**config.mk**
```make
export PLATFORM = sky130hd
export DESIGN_NAME = dbrk_cmp
export DESIGN_NICKNAME = d
export VERILOG_FILES = /design/src/rtl/dbrk_pkg.sv /design/src/rtl/dbrk_regs.sv /design/src/rtl/dbrk_addr_match.sv /design/src/rtl/dbrk_data_match.sv /design/src/rtl/dbrk_cmp.sv
export SDC_FILE = /design/constraint.sdc
export NUM_CORES = 1
export LEC_CHECK = 0
export ABC_AREA = 1
export CORE_MARGIN = 2
export CORE_UTILIZATION = 40
export DETAILED_ROUTE_END_ITERATION = 10
export GPL_ROUTABILITY_DRIVEN = 0
export PLACE_DENSITY = 0.76
export SLEW_MARGIN = 20
export SYNTH_ARGS = -nofsm -noshare
export SYNTH_HDL_FRONTEND = slang
export SYNTH_SLANG_ARGS = --single-unit
export TNS_END_PERCENT = 100
```
**constraint.sdc**
```tcl
create_clock -name clk -period 3.7 [get_ports clk]
set_clock_uncertainty 0.05 [all_clocks]
set_input_delay 0.925 -clock clk [delete_from_list [all_inputs] [get_ports clk]]
set_output_delay 0.925 -clock clk [all_outputs]
set_load 0.02 [all_outputs]
```
**src/rtl/dbrk_pkg.sv**
```systemverilog
package dbrk_pkg;
  typedef enum logic [1:0] {
    SZ_ANY  = 2'b00,
    SZ_BYTE = 2'b01,
    SZ_WORD = 2'b10,
    SZ_LONG = 2'b11
  } size_e;

  typedef enum logic [1:0] {
    RW_EITHER = 2'b00,
    RW_READ   = 2'b01,
    RW_WRITE  = 2'b10,
    RW_BOTH   = 2'b11
  } rwsel_e;

  localparam logic [1:0] SEL_ADDR = 2'd0;
  localparam logic [1:0] SEL_CTRL = 2'd1;
  localparam logic [1:0] SEL_DATA = 2'd2;
  localparam logic [1:0] SEL_MASK = 2'd3;

  localparam int CTL_EN_BIT   = 0;
  localparam int CTL_DCMP_BIT = 1;
  localparam int CTL_SZ_LSB   = 2;
  localparam int CTL_RW_LSB   = 4;
endpackage

```
**src/rtl/dbrk_regs.sv**
```systemverilog
module dbrk_regs
  import dbrk_pkg::*;
#(
  parameter int AW = 32,
  parameter int DW = 32
) (
  input  logic          clk,
  input  logic          rst_n,
  input  logic          wr_en,
  input  logic [1:0]    wr_sel,
  input  logic [31:0]   wr_data,
  output logic [AW-1:0] brk_addr,
  output logic [DW-1:0] brk_data,
  output logic [DW-1:0] brk_mask,
  output logic          ctl_en,
  output logic          ctl_dcmp,
  output logic [1:0]    ctl_size,
  output logic [1:0]    ctl_rw
);
  localparam int CTLW = 6;

  logic [AW-1:0]   addr_d;
  logic [DW-1:0]   data_d, mask_d;
  logic [CTLW-1:0] ctl_d, ctl_q;
  logic            addr_ce, data_ce, mask_ce, ctl_ce;

  always_comb begin
    addr_ce = wr_en && (wr_sel == SEL_ADDR);
    ctl_ce  = wr_en && (wr_sel == SEL_CTRL);
    data_ce = wr_en && (wr_sel == SEL_DATA);
    mask_ce = wr_en && (wr_sel == SEL_MASK);
    addr_d  = wr_data[AW-1:0];
    data_d  = wr_data[DW-1:0];
    mask_d  = wr_data[DW-1:0];
    ctl_d   = wr_data[CTLW-1:0];
  end

  always_ff @(posedge clk or negedge rst_n) begin
    if (!rst_n) begin
      brk_addr <= '0;
      brk_data <= '0;
      brk_mask <= '0;
      ctl_q    <= '0;
    end else begin
      if (addr_ce) brk_addr <= addr_d;
      if (data_ce) brk_data <= data_d;
      if (mask_ce) brk_mask <= mask_d;
      if (ctl_ce)  ctl_q    <= ctl_d;
    end
  end

  assign ctl_en   = ctl_q[CTL_EN_BIT];
  assign ctl_dcmp = ctl_q[CTL_DCMP_BIT];
  assign ctl_size = ctl_q[CTL_SZ_LSB+1:CTL_SZ_LSB];
  assign ctl_rw   = ctl_q[CTL_RW_LSB+1:CTL_RW_LSB];
endmodule

```
**src/rtl/dbrk_addr_match.sv**
```systemverilog
module dbrk_addr_match
  import dbrk_pkg::*;
#(
  parameter int AW = 32
) (
  input  logic [AW-1:0] acc_addr,
  input  logic [1:0]    acc_size,
  input  logic          acc_write,
  input  logic [AW-1:0] brk_addr,
  input  logic [1:0]    ctl_size,
  input  logic [1:0]    ctl_rw,
  output logic          addr_hit
);
  logic [AW-1:0] keep;
  logic          size_legal, size_ok, rw_ok;

  always_comb begin
    size_legal = 1'b1;
    unique case (acc_size)
      SZ_LONG: keep = {AW{1'b1}} << 2;
      SZ_WORD: keep = {AW{1'b1}} << 1;
      SZ_BYTE: keep = {AW{1'b1}};
      default: begin
        keep       = '0;
        size_legal = 1'b0;
      end
    endcase
    size_ok = (ctl_size == SZ_ANY) || (ctl_size == acc_size);
    unique case (ctl_rw)
      RW_READ:  rw_ok = !acc_write;
      RW_WRITE: rw_ok = acc_write;
      default:  rw_ok = 1'b1;
    endcase
    addr_hit = size_legal && size_ok && rw_ok &&
               (((acc_addr ^ brk_addr) & keep) == '0);
  end
endmodule

```
**src/rtl/dbrk_data_match.sv**
```systemverilog
module dbrk_data_match
  import dbrk_pkg::*;
#(
  parameter int DW = 32
) (
  input  logic [DW-1:0] acc_data,
  input  logic          addr_lsb,
  input  logic [DW-1:0] brk_data,
  input  logic [DW-1:0] brk_mask,
  input  logic          ctl_dcmp,
  input  logic [1:0]    ctl_size,
  output logic          data_ok
);
  localparam int BW = 8;
  localparam logic [DW-1:0] LANE_B0 = {{(DW-BW){1'b0}}, {BW{1'b1}}};
  localparam logic [DW-1:0] LANE_B1 = LANE_B0 << BW;
  localparam logic [DW-1:0] LANE_W  = LANE_B0 | LANE_B1;
  localparam logic [DW-1:0] LANE_L  = {DW{1'b1}};

  logic [DW-1:0] lane;
  logic          cfg_ok;

  always_comb begin
    cfg_ok = 1'b1;
    unique case (ctl_size)
      SZ_BYTE: lane = addr_lsb ? LANE_B0 : LANE_B1;
      SZ_WORD: lane = LANE_W;
      SZ_LONG: lane = LANE_L;
      default: begin
        lane   = '0;
        cfg_ok = 1'b0;
      end
    endcase
    data_ok = !ctl_dcmp ||
              (cfg_ok && (((acc_data ^ brk_data) & ~brk_mask & lane) == '0));
  end
endmodule

```
**src/rtl/dbrk_cmp.sv**
```systemverilog
module dbrk_cmp
  import dbrk_pkg::*;
#(
  parameter int AW = 32,
  parameter int DW = 32
) (
  input  logic          clk,
  input  logic          rst_n,
  input  logic          wr_en,
  input  logic [1:0]    wr_sel,
  input  logic [31:0]   wr_data,
  input  logic          acc_valid,
  input  logic [AW-1:0] acc_addr,
  input  logic [DW-1:0] acc_data,
  input  logic [1:0]    acc_size,
  input  logic          acc_write,
  output logic          brk_pulse
);
  logic [AW-1:0] brk_addr;
  logic [DW-1:0] brk_data, brk_mask;
  logic          ctl_en, ctl_dcmp;
  logic [1:0]    ctl_size, ctl_rw;
  logic          addr_hit, data_ok;
  logic          pulse_d, pulse_q;

  dbrk_regs #(.AW(AW), .DW(DW)) u_regs (
    .clk(clk), .rst_n(rst_n),
    .wr_en(wr_en), .wr_sel(wr_sel), .wr_data(wr_data),
    .brk_addr(brk_addr), .brk_data(brk_data), .brk_mask(brk_mask),
    .ctl_en(ctl_en), .ctl_dcmp(ctl_dcmp), .ctl_size(ctl_size), .ctl_rw(ctl_rw)
  );

  dbrk_addr_match #(.AW(AW)) u_addr (
    .acc_addr(acc_addr), .acc_size(acc_size), .acc_write(acc_write),
    .brk_addr(brk_addr), .ctl_size(ctl_size), .ctl_rw(ctl_rw),
    .addr_hit(addr_hit)
  );

  dbrk_data_match #(.DW(DW)) u_data (
    .acc_data(acc_data), .addr_lsb(acc_addr[0]),
    .brk_data(brk_data), .brk_mask(brk_mask),
    .ctl_dcmp(ctl_dcmp), .ctl_size(ctl_size),
    .data_ok(data_ok)
  );

  always_comb begin
    pulse_d = ctl_en && acc_valid && addr_hit && data_ok;
  end

  always_ff @(posedge clk or negedge rst_n) begin
    if (!rst_n) pulse_q <= 1'b0;
    else        pulse_q <= pulse_d;
  end

  assign brk_pulse = pulse_q;
endmodule

```
Word level (Yosys, flattened, before mapping) --
Index checks and enable logic that the tools add are counted.
Word-level totals: word-level logic and storage cells 50, output and inout bits 1, bits of input ports 105, flip-flop bits (word level) 103
Cells by class: mux-type cells 6, bitwise operators 6, equal/unequal tests 12, reductions and logical operators 21
Operators with widths (number):
- $pmux W32 S3 | 2
- $and A32 B32 Y32 | 3
- $logic_not A32 Y1 | 2
- $xor A32 B32 Y32 | 2
- $not A32 Y32 | 1
- $mux W16 | 1
- $eq A2 B2 Y1 const B | 7
- $logic_and A1 B1 Y1 | 11
- $eq A2 B1 Y1 const B | 4
- $reduce_or A3 Y1 | 2
- $logic_not A2 Y1 | 2
- $eq A2 B2 Y1 | 1
- $logic_not A1 Y1 | 2
- $logic_or A1 B1 Y1 | 2
- $mux W1 | 2
- $pmux W1 S2 | 1

Depth between registers and ports, before layout --
Gate-level depths: netlist of run 1.
depth after elaboration 8, mapped depth 12, gate-level depth less buffers 12

Hierarchy --
Synthesis of run 1 repeated with hierarchy kept, for this count alone.
Unflattened totals: cells, all modules 824, area total of the unflattened synthesis 5686.7 um2
Modules (own cells, without submodules):
- dbrk_regs | area an instance 4130.2 um2, seq. area each 2552.4 um2, times used 1, cells each 454
- dbrk_addr_match | area an instance 787.0 um2, seq. area each 0.0 um2, times used 1, cells each 190
- dbrk_data_match | area an instance 733.2 um2, seq. area each 0.0 um2, times used 1, cells each 176
- dbrk_cmp | area an instance 36.3 um2, seq. area each 25.0 um2, times used 1, cells each 4

Worst setup path after synthesis of run 1 --
No wires, ideal clock.
path type input-to-reg, from input acc_size[0], to register pulse_q, in the netlist brk_pulse, setup time 73 ps, data required time 3577 ps, arrival time 1673 ps, stages 7, slack 1904 ps, buffers on the path 0, cells stage by stage inv_1 > ha_1 > nand2_1 > o22ai_1 > nor3_1 > nand2_1 > a21oi_2
Between the ends: word-level cells in the longest chain between the ends 8, elaborated cells on any way between the ends 15, classes of those cells eq/ne (4); mux (2); bitwise (1); reduce/logical (8)
Ends and longest elaborated chain:
- start, declared | line dbrk_cmp.sv:15 | input logic [1:0] acc_size,
- parallel branches: the longest is 5 deep, another holds $pmux W32 S3
- $logic_and A1 B1 Y1 * | line dbrk_addr_match.sv:34 | addr_hit = size_legal && size_ok && rw_ok &&
- $logic_and A1 B1 Y1 * (2 in series) | line dbrk_cmp.sv:47 | pulse_d = ctl_en && acc_valid && addr_hit && data_ok;
- via pulse_d | line dbrk_cmp.sv:24 | logic pulse_d, pulse_q;
- end signal, assigned | line dbrk_cmp.sv:52 | else pulse_q <= pulse_d;
- end, declared | line dbrk_cmp.sv:24
Mark *: on every way through the listed nets, which the timed path passes. A chain may end at the register's enable or synchronous reset.

Final worst setup path of run 1 --
from register pulse_q, in the netlist brk_pulse, to output brk_pulse
RTL lines:
- end, declared | line dbrk_cmp.sv:17 | output logic brk_pulse
No word-level cell between the ends.

==> results.txt, run 1 <==
----------------------------------------------------
[Routing]
  Number of detailed-routing iterations run before antenna repair ... 4
  Antenna-violating nets left ... 0
  DRC violation count after routing ... 0
  Post-detailed-route wirelength per cell ... 12.4 um
  Overall routed net length ... 11600 um
  Via-per-instance ratio ... 4.52
  Via count ... 4224
  Violation count after the first detailed-route iteration ... 265

[STA]
  Worst-Margin Slew ... 0.775 ns
  Unrepaired setup endpoints after global routing ... no
  Final hold vios ... 0
  Final critical-path required period ... 2.23 ns
  F_max ... 449 MHz
  Number of failing setup endpoints in the final timing report ... 0
  Setup TNS ... 0 ns
  Slew Limit Fails ... 0
  Final worst-path cycle share ... 60.2%
  Worst slew margin relative to its limit ... 48.3%

[Worst hold path]
  Hold Path Stages ... 1
  Critical hold path startpoint ... u_regs.ctl_q[1]$_DFFE_PN0P_
  Min-Delay Endpoint ... brk_pulse$_DFF_PN0_
  Hold Path Class ... register to register

[Cells and area]
  Antenna cell count ... 0
  Utilization of the core after routing ... 52.9%
  Share of layout cells above drive strength 1 ... 3.67%
  Post-synthesis to final-layout area growth ... 30.2%
  Total Nets Final ... 869
  Filler Cell Count ... 1206

[Die]
  Floorplan die width ... 116 um
  Initial Util ... 40.6%
  Placeable Area ... 12500 sq um
  Std cell rows ... 41
  I/O pin count ... 106
  Die footprint ... 13600 sq um
  Die height ... 116 um

[Critical path]
  Library cell contributing the largest single delay on the critical path ... sky130_fd_sc_hd__clkdlybuf4s50_1
  Slack of the worst reg-to-reg path ... 2.25 ns
  Worst EP arrival ... 1.25 ns
  Capturing point of the worst reg2reg path ... brk_pulse$_DFF_PN0_
  Chain of cells forming the critical path ... clkdlybuf4s50_1
  Launching point of the worst reg2reg path ... u_regs.brk_addr[11]$_DFFE_PN0P_
  Worst Reg2Reg Path Length in Cells ... 9
  Kind of critical path ... register to output pin
  Crit path launch ... brk_pulse$_DFF_PN0_
  Endpoint kind of the worst setup timing path ... output pin
  Critical path data required time ... 2.72 ns
  Critical path buffers and inverters ... 1
  Biggest fanout along the worst timing path ... 1
  Top cell family by delay on the critical path ... buffers and inverters
  Largest stage delay on the critical path ... 0.60 ns
  Nature of the critical path startpoint ... register

[Synthesis]
  Top cells by area, synth ... sky130_fd_sc_hd__dfrtp_1, sky130_fd_sc_hd__nand2_1, sky130_fd_sc_hd__o21ai_0, sky130_fd_sc_hd__inv_1, sky130_fd_sc_hd__nor2_1
  Area fraction of the dominant cell type after synthesis ... 50.9%
  Yosys warning total ... 0
  Share of synthesized area occupied by flip-flops and latches ... 50.9%
  Number of library cell types mapped by synthesis ... 23
  Summed instance area of the synthesized netlist ... 5060 sq um
  Yosys top cell by area ... sky130_fd_sc_hd__dfrtp_1
  Average size of a mapped cell ... 7.69 sq um
  Proportion of synthesized flip-flops having asynchronous set or reset ... 100%
  Count of mapped cells out of synthesis ... 658
  #FFs+latches synth ... 103
  Number of flops mapped to enable cells by yosys ... 0
  Post-synth net total ... 768
  Prevailing post-synth register cell ... sky130_fd_sc_hd__dfrtp_1

[GRT]
  Residual overflow from global routing ... 0
  Gr usage total ... 18.3%
  Most Crowded Layer GR ... met2
  Wire length of the first global-routing pass ... 19300 um
  GR Layer Usage met2 ... 31.4%
  Number of global-route vias before repair ... 4034
  GRT met1 Usage ... 24.3%
  Met3 Track Usage GR ... 3.22%
  Initial antenna violation count ... 0
  Pin count of the biggest net entering global routing ... 65

[Power]
  Maximum vdd drop ... 232 uV
  Leakage ... 3.23 nW
  Sequential group share of total power ... 49.0%
  Cell-internal power ... 2.07 mW
  Part of the power in combinational logic ... 20.1%
  Power density normalized to cell area ... 441 nW/um^2
  Part of the total power dissipated in the clock network ... 30.9%
  Switching share of power ... 28.6%
  Total net switching power ... 0.833 mW

[CTS]
  Skew-Pair Late Insertion Delay ... 0.34 ns
  Number of H-tree levels ... 3
  Cell chosen for the clock root ... sky130_fd_sc_hd__clkbuf_16
  Count of buffers added by post-CTS timing repair for setup ... 0
  Maximum number of buffers from clock root to sink ... 2
  Number of buffers created by CTS ... 9
  Clock sink total ... 103
  Clock tree from TritonCTS ... yes
  Clock-pin slew reported for the worst setup and hold paths after clock tree synthesis ... 0.07 ns
  Number of hold-repair buffers added at the cts stage ... 0
  Resized Gates After CTS ... 0

[Placed design]
  DPL Wire Length ... 8650 um
  Number of buffer cells added on primary ports ... 105

[Run status]
  Result of the run ... completed

[Run]
  Max-Cap Viols ... 0

----------------------------------------------------
-- state kept, by name, summed over array words and instances, names as in the netlist --
register	count
u_regs.brk_addr	32
u_regs.brk_data	32
u_regs.brk_mask	32
u_regs.ctl_q	6
brk_pulse	1
-- per-stage QoR --
step           cells  total power [mW]  worst slack, ns  cell area [sq um]  hold WS (ns)
2_1_floorplan    658              1.78             1.90               5060         0.381
3_3_place_gp     920              2.02             1.17               6310         0.393
3_5_place_dp     920              2.04             1.14               6310         0.409
4_1_cts          935              2.94             1.45               6590         0.419
5_1_grt          935              3.11             1.35               6590         0.440
6_report         935              2.91             1.47               6590         0.414
-- worst max-delay path by stage --
stage / end / slack [ns] / cells after the start
floorplan: brk_pulse$_DFF_PN0_ / 1.90 / 7
global placement: u_regs.brk_addr[6]$_DFFE_PN0P_ / 1.17 / 6
detailed placement: u_regs.brk_addr[17]$_DFFE_PN0P_ / 1.14 / 6
CTS: brk_pulse / 1.45 / 1
global route: u_regs.brk_addr[20]$_DFFE_PN0P_ / 1.35 / 6
finish: brk_pulse / 1.47 / 1
-- final cells by class --
class	instances	area, sq um	area share (%)
Timing Repair Buffer	109	1100	16.7
Clock inverter	5	42.5	0.645
Tap cell	172	215	3.26
Clock buffer	10	239	3.63
Inverter	100	375	5.69
Multi-Input combinational cell	436	2040	30.9
Sequential cell	103	2580	39.1
-- cell usage in the layout, fill, tap and decap left out, types with 3 or more instances in the layout --
cell and count:
sky130_fd_sc_hd__ha_1 5, sky130_fd_sc_hd__xnor2_1 14, sky130_fd_sc_hd__nor2_1 42, sky130_fd_sc_hd__nand3_1 12
sky130_fd_sc_hd__o21ai_0 85, sky130_fd_sc_hd__or2_0 6, sky130_fd_sc_hd__nand4_1 5, sky130_fd_sc_hd__dfrtp_1 103
sky130_fd_sc_hd__xor2_1 5, sky130_fd_sc_hd__clkinvlp_4 3, sky130_fd_sc_hd__nand3b_1 8, sky130_fd_sc_hd__o21ai_1 29
sky130_fd_sc_hd__clkdlybuf4s50_1 104, sky130_fd_sc_hd__nand2_1 206, sky130_fd_sc_hd__inv_1 98, sky130_fd_sc_hd__buf_4 3
sky130_fd_sc_hd__clkbuf_16 9, sky130_fd_sc_hd__a21oi_1 8
-- metal layers --
metal / part of all wire, % / wire length [um]
met2: 49 / 5680
met1: 46 / 5330
met3: 4.3 / 495
met4: 0.79 / 92
met5: 0 / 0
-- power groups by stage --
stage / Combinational (mW) / Clock [mW] / Sequential, mW
after detailed placement: 0.595 / 0 / 1.44
after floorplan: 0.363 / 0 / 1.41
final: 0.585 / 0.897 / 1.43
after global routing: 0.689 / 0.967 / 1.45
after CTS: 0.597 / 0.917 / 1.42
after global placement: 0.577 / 0 / 1.44
-- cell usage after synthesis (all sizes together) (2+ instances only) --
cell,count
xor2,5
nand4,5
or2,8
nand3,13
o21ai,114
xnor2,14
clkinv,2
ha,5
buf,7
nand2,208
inv,98
nand3b,8
a21oi,10
clkbuf,12
nor2,43
dfrtp,103
-- logic make-up (layout without fill, tap and decap cells) --
group	Yosys count	count (layout)	share of synthesized area [%]
AND/OR/NAND/NOR	286	286	22.8
buffers and inverters	119	224	9.00
flip-flops	103	103	50.9
XOR/XNOR	19	19	3.29
AO/OA/AOI/OAI	126	126	12.7
adder cells (fa/ha/maj)	5	5	1.24
Power figures use the tool's default switching activity.
==> run 2: changes to the inputs <==
==> constraint.sdc (replaced) <==
create_clock -name clk -period 2.1 [get_ports clk]
set_clock_uncertainty 0.05 [all_clocks]
set_input_delay 0.525 -clock clk [delete_from_list [all_inputs] [get_ports clk]]
set_output_delay 0.525 -clock clk [all_outputs]
set_load 0.02 [all_outputs]
==> results.txt, run 2 (synthesized netlist as in run 1, its figures left out) <==
----------------------------------------------------
[GRT]
  Wire length of the first global-routing pass ... 19100 um
  Number of global-route vias before repair ... 3916
  Gr usage total ... 18.4%
  Residual overflow from global routing ... 0
  Initial antenna violation count ... 0
  Pin count of the biggest net entering global routing ... 104

[STA]
  Worst-Margin Slew ... 0.585 ns
  Final worst slack ... 0.219 ns
  Final Hold Slack ... 0.152 ns
  F_max ... 532 MHz
  Setup TNS ... 0 ns
  Final worst-path cycle share ... 89.6%
  Unrepaired setup endpoints after global routing ... no
  Final critical-path required period ... 1.88 ns
  Number of failing setup endpoints in the final timing report ... 0
  Worst slew margin relative to its limit ... 61.0%
  Slew Limit Fails ... 0
  Final hold vios ... 0

[Cells and area]
  Total Nets Final ... 871
  Utilization of the core after routing ... 53.3%
  Post-synthesis to final-layout area growth ... 31.4%
  Commonest non-fill, non-tap cell in the layout ... sky130_fd_sc_hd__nand2_1
  Most frequent cells in the layout ... sky130_fd_sc_hd__nand2_1, sky130_fd_sc_hd__clkdlybuf4s50_1, sky130_fd_sc_hd__dfrtp_1
  Filler Cell Count ... 1186
  Share of layout cells above drive strength 1 ... 3.79%
  Antenna cell count ... 0
  Regs by FF count ... u_regs.brk_addr x32, u_regs.brk_data x32, u_regs.brk_mask x32

[Placed design]
  Worst slack at placement ... 0.0761 ns
  DPL Wire Length ... 8440 um
  Number of buffer cells added on primary ports ... 105

[CTS]
  Skew-Pair Late Insertion Delay ... 0.35 ns
  Resized Gates After CTS ... 0
  Number of hold-repair buffers added at the cts stage ... 0
  Clock sink total ... 103
  Count of buffers added by post-CTS timing repair for setup ... 0
  Clock-pin slew reported for the worst setup and hold paths after clock tree synthesis ... 0.07 ns
  Number of H-tree levels ... 3
  Cell chosen for the clock root ... sky130_fd_sc_hd__clkbuf_16
  Clock tree from TritonCTS ... yes
  Maximum number of buffers from clock root to sink ... 2
  Number of buffers created by CTS ... 9

[Power]
  Leakage ... 3.27 nW
  Power density normalized to cell area ... 790 nW/um^2
  Maximum vdd drop ... 360 uV

[Die]
  I/O pin count ... 106
  Floorplan die width ... 116 um
  Initial Util ... 40.6%
  Die height ... 116 um
  Std cell rows ... 41
  Die footprint ... 13600 sq um
  Placeable Area ... 12500 sq um

[Routing]
  Antenna-violating nets left ... 0
  Via count ... 4247
  Violation count after the first detailed-route iteration ... 217
  DRC violation count after routing ... 0
  Post-detailed-route wirelength per cell ... 12.4 um
  Number of detailed-routing iterations run before antenna repair ... 4
  Overall routed net length ... 11700 um
  Via-per-instance ratio ... 4.53

[Critical path]
  Biggest fanout along the worst timing path ... 1
  Largest stage delay on the critical path ... 0.61 ns
  Library cell contributing the largest single delay on the critical path ... sky130_fd_sc_hd__clkdlybuf4s50_1
  Top cell family by delay on the critical path ... buffers and inverters
  Capturing point of the worst reg2reg path ... brk_pulse$_DFF_PN0_
  Worst EP arrival ... 1.31 ns
  Worst Reg2Reg Path Length in Cells ... 8
  Critical path data required time ... 1.52 ns
  Launching point of the worst reg2reg path ... u_regs.ctl_q[4]$_DFFE_PN0P_
  Kind of critical path ... register to output pin
  Critical path buffers and inverters ... 1
  Nature of the critical path startpoint ... register
  Slack of the worst reg-to-reg path ... 0.63 ns
  Endpoint kind of the worst setup timing path ... output pin
  Chain of cells forming the critical path ... clkdlybuf4s50_1

[Run]
  Max-Cap Viols ... 0

[Worst hold path]
  Hold Path Class ... input port to asynchronous set/reset pin

[Run status]
  Result of the run ... completed

----------------------------------------------------
-- run 2: worst max-delay path by stage --
stage	end	startpoint	cells past startpoint	slack, ns
floorplan	brk_pulse$_DFF_PN0_	acc_size[0]	7	0.70
global placement	brk_pulse$_DFF_PN0_	acc_size[0]	8	0.12
detailed placement	brk_pulse$_DFF_PN0_	acc_size[0]	8	0.08
CTS	brk_pulse	brk_pulse$_DFF_PN0_	1	0.20
global route	brk_pulse	brk_pulse$_DFF_PN0_	1	0.18
finish	brk_pulse	brk_pulse$_DFF_PN0_	1	0.22
-- run 2: worst register-to-register path, cell delays in order, from the launching register on --
cell and delay, ns:
sky130_fd_sc_hd__dfrtp_1 0.38, sky130_fd_sc_hd__inv_1 0.06, sky130_fd_sc_hd__ha_1 0.27, sky130_fd_sc_hd__a21oi_1 0.03
sky130_fd_sc_hd__o21ai_0 0.08, sky130_fd_sc_hd__nand4_1 0.12, sky130_fd_sc_hd__nor3_1 0.22, sky130_fd_sc_hd__nand2_1 0.09
sky130_fd_sc_hd__a21oi_2 0.10
-- run 2: layer usage --
layer | up-vias | global-route usage (%) | wire [um]
met5 | - | 0 | 0
met4 | 0 | 6.43 | 165
met3 | 11 | 2.44 | 476
met2 | 86 | 30.5 | 5640
met1 | 1904 | 24.9 | 5380
li1 | 2246 | - | -
-- run 2: cell type report --
cell class                 instances  area [sq um]  area share (%)
clock buffer                      12           256            3.86
clock inverter                     3          42.5           0.640
inverter                         100           375            5.65
multi-input combinational        436          2040            30.7
sequential                       103          2580            38.8
tap                              172           215            3.24
timing repair buffer             111          1140            17.2
-- run 2: metrics by stage --
stage               instance area [sq um]  total power, mW  std cells
global route                         6650             5.58        937
CTS                                  6650             5.30        937
floorplan                            5060             3.13        658
finish                               6650             5.25        937
global placement                     6350             3.56        922
detailed placement                   6350             3.60        922
-- run 2: power breakdown --
part	leakage, nW	switching [mW]	total [mW]	internal [mW]
Combinational	1.84	0.514	1.04	0.523
Sequential	1.29	0.213	2.51	2.30
Clock	0.145	0.725	1.71	0.982
==> run 3: changes to the inputs <==
==> constraint.sdc (replaced) <==
create_clock -name clk -period 2.02 [get_ports clk]
set_clock_uncertainty 0.05 [all_clocks]
set_input_delay 0.505 -clock clk [delete_from_list [all_inputs] [get_ports clk]]
set_output_delay 0.505 -clock clk [all_outputs]
set_load 0.02 [all_outputs]
==> results.txt, run 3 (synthesized netlist as in run 1, its figures left out) <==
----------------------------------------------------
[Run status]
  Result of the run ... completed

[Critical path]
  Endpoint kind of the worst setup timing path ... output pin
  Worst Reg2Reg Path Length in Cells ... 8
  Largest stage delay on the critical path ... 0.60 ns
  Critical path buffers and inverters ... 1
  Nature of the critical path startpoint ... register
  Chain of cells forming the critical path ... clkdlybuf4s50_1
  Critical path data required time ... 1.46 ns
  Slack of the worst reg-to-reg path ... 0.52 ns
  Biggest fanout along the worst timing path ... 1
  Launching point of the worst reg2reg path ... u_regs.ctl_q[4]$_DFFE_PN0P_
  Kind of critical path ... register to output pin
  Top cell family by delay on the critical path ... buffers and inverters
  Capturing point of the worst reg2reg path ... brk_pulse$_DFF_PN0_
  Worst EP arrival ... 1.29 ns
  Library cell contributing the largest single delay on the critical path ... sky130_fd_sc_hd__clkdlybuf4s50_1

[CTS]
  Number of hold-repair buffers added at the cts stage ... 0
  Number of H-tree levels ... 3
  Number of buffers created by CTS ... 9
  Clock sink total ... 103
  Maximum number of buffers from clock root to sink ... 2
  Skew-Pair Late Insertion Delay ... 0.33 ns
  Resized Gates After CTS ... 0
  Clock-pin slew reported for the worst setup and hold paths after clock tree synthesis ... 0.06 ns
  Clock tree from TritonCTS ... yes
  Count of buffers added by post-CTS timing repair for setup ... 0
  Cell chosen for the clock root ... sky130_fd_sc_hd__clkbuf_16

[Power]
  Sequential group share of total power ... 48.6%
  Cell-internal power ... 3.88 mW
  Switching share of power ... 27.8%
  Part of the total power dissipated in the clock network ... 31.2%
  Power density normalized to cell area ... 808 nW/um^2
  Part of the power in combinational logic ... 20.2%
  Total net switching power ... 1.49 mW
  Maximum vdd drop ... 371 uV
  Leakage ... 3.26 nW
  Final total power ... 5.38 mW

[STA]
  Worst slew margin relative to its limit ... 71.3%
  F_max ... 541 MHz
  Number of failing setup endpoints in the final timing report ... 0
  Unrepaired setup endpoints after global routing ... no
  Final hold vios ... 0
  Slew Limit Fails ... 0
  Final worst-path cycle share ... 91.4%
  Final Hold Slack ... 0.0598 ns
  Final critical-path required period ... 1.85 ns
  Worst-Margin Slew ... 0.431 ns

[Cells and area]
  Commonest non-fill, non-tap cell in the layout ... sky130_fd_sc_hd__nand2_1
  Regs by FF count ... u_regs.brk_addr x32, u_regs.brk_data x32, u_regs.brk_mask x32
  Total Nets Final ... 873
  Filler Cell Count ... 1181
  Antenna cell count ... 0
  Most frequent cells in the layout ... sky130_fd_sc_hd__nand2_1, sky130_fd_sc_hd__clkdlybuf4s50_1, sky130_fd_sc_hd__dfrtp_1
  Total non-filler cell area in the finished layout ... 6650 sq um
  Post-synthesis to final-layout area growth ... 31.4%
  Utilization of the core after routing ... 53.4%
  Share of layout cells above drive strength 1 ... 4.05%

[GRT]
  Gr usage total ... 18.5%
  Number of global-route vias before repair ... 4107
  Pin count of the biggest net entering global routing ... 65
  Wire length of the first global-routing pass ... 19400 um
  Residual overflow from global routing ... 0
  Initial antenna violation count ... 0

[Routing]
  Via-per-instance ratio ... 4.54
  Post-detailed-route wirelength per cell ... 12.5 um
  Antenna-violating nets left ... 0
  DRC violation count after routing ... 0
  Overall routed net length ... 11700 um
  Number of detailed-routing iterations run before antenna repair ... 4
  Violation count after the first detailed-route iteration ... 186
  Via count ... 4258

[Die]
  I/O pin count ... 106
  Std cell rows ... 41
  Floorplan die width ... 116 um
  Placeable Area ... 12500 sq um
  Initial Util ... 40.6%
  Die footprint ... 13600 sq um
  Die height ... 116 um

[Placed design]
  Placed cell areas ... 6360 sq um
  Number of buffer cells added on primary ports ... 105
  DPL Wire Length ... 8730 um

[Worst hold path]
  Hold Path Class ... input port to asynchronous set/reset pin

[Run]
  Max-Cap Viols ... 0

----------------------------------------------------
==> run 3: changes by cell type in the layout (fill, tap and decap cells not counted) <==
cell / delta
sky130_fd_sc_hd__buf_4: +2
sky130_fd_sc_hd__clkbuf_1: -1
sky130_fd_sc_hd__clkbuf_8: -2
sky130_fd_sc_hd__clkinv_2: -1
sky130_fd_sc_hd__clkinv_4: +1
sky130_fd_sc_hd__clkinvlp_4: +2
==> run 3: area by class of cell <==
type	instances	area [sq um]	share of cell area, %
flip-flops and latches	103	2580	38.8
multi-input cells	436	2040	30.6
repair buffers	113	1160	17.4
inverters	100	375	5.64
clock buffers	9	225	3.39
well taps	172	215	3.24
clock inverters	5	61.3	0.922
==> run 3: per-layer routing <==
layer | vias to the layer above | wire (um) | GRT usage [%]
met5 | - | 0 | 0
met4 | 0 | 241 | 6.83
met3 | 18 | 382 | 2.75
met2 | 73 | 5580 | 30.9
met1 | 1923 | 5510 | 24.6
li1 | 2244 | - | -
==> run 3: worst max-delay path by stage <==
stage,startpoint,endpoint,slack (ns),cells after the start
floorplan,acc_size[0],brk_pulse$_DFF_PN0_,0.64,7
global placement,acc_size[0],brk_pulse$_DFF_PN0_,0.02,8
detailed placement,acc_size[0],brk_pulse$_DFF_PN0_,-0.05,8
CTS,brk_pulse$_DFF_PN0_,brk_pulse,0.14,1
global route,brk_pulse$_DFF_PN0_,brk_pulse,0.11,1
finish,brk_pulse$_DFF_PN0_,brk_pulse,0.17,1
==> run 3: power groups by stage <==
stage / sequential (mW) / clock, mW / combinational [mW]
after floorplan: 2.59 / 0 / 0.665
after global placement: 2.64 / 0 / 1.07
after detailed placement: 2.65 / 0 / 1.10
after CTS: 2.61 / 1.72 / 1.11
after global routing: 2.66 / 1.82 / 1.26
final: 2.61 / 1.68 / 1.09
==> run 3: metrics by stage <==
stage / std cells / worst slack (ns) / setup TNS (ns)
after floorplan: 658 / 0.644 / 0
after global placement: 924 / 0.0181 / 0
after detailed placement: 924 / -0.0542 / -0.0542
after CTS: 938 / 0.142 / 0
after global routing: 938 / 0.110 / 0
final: 938 / 0.173 / 0
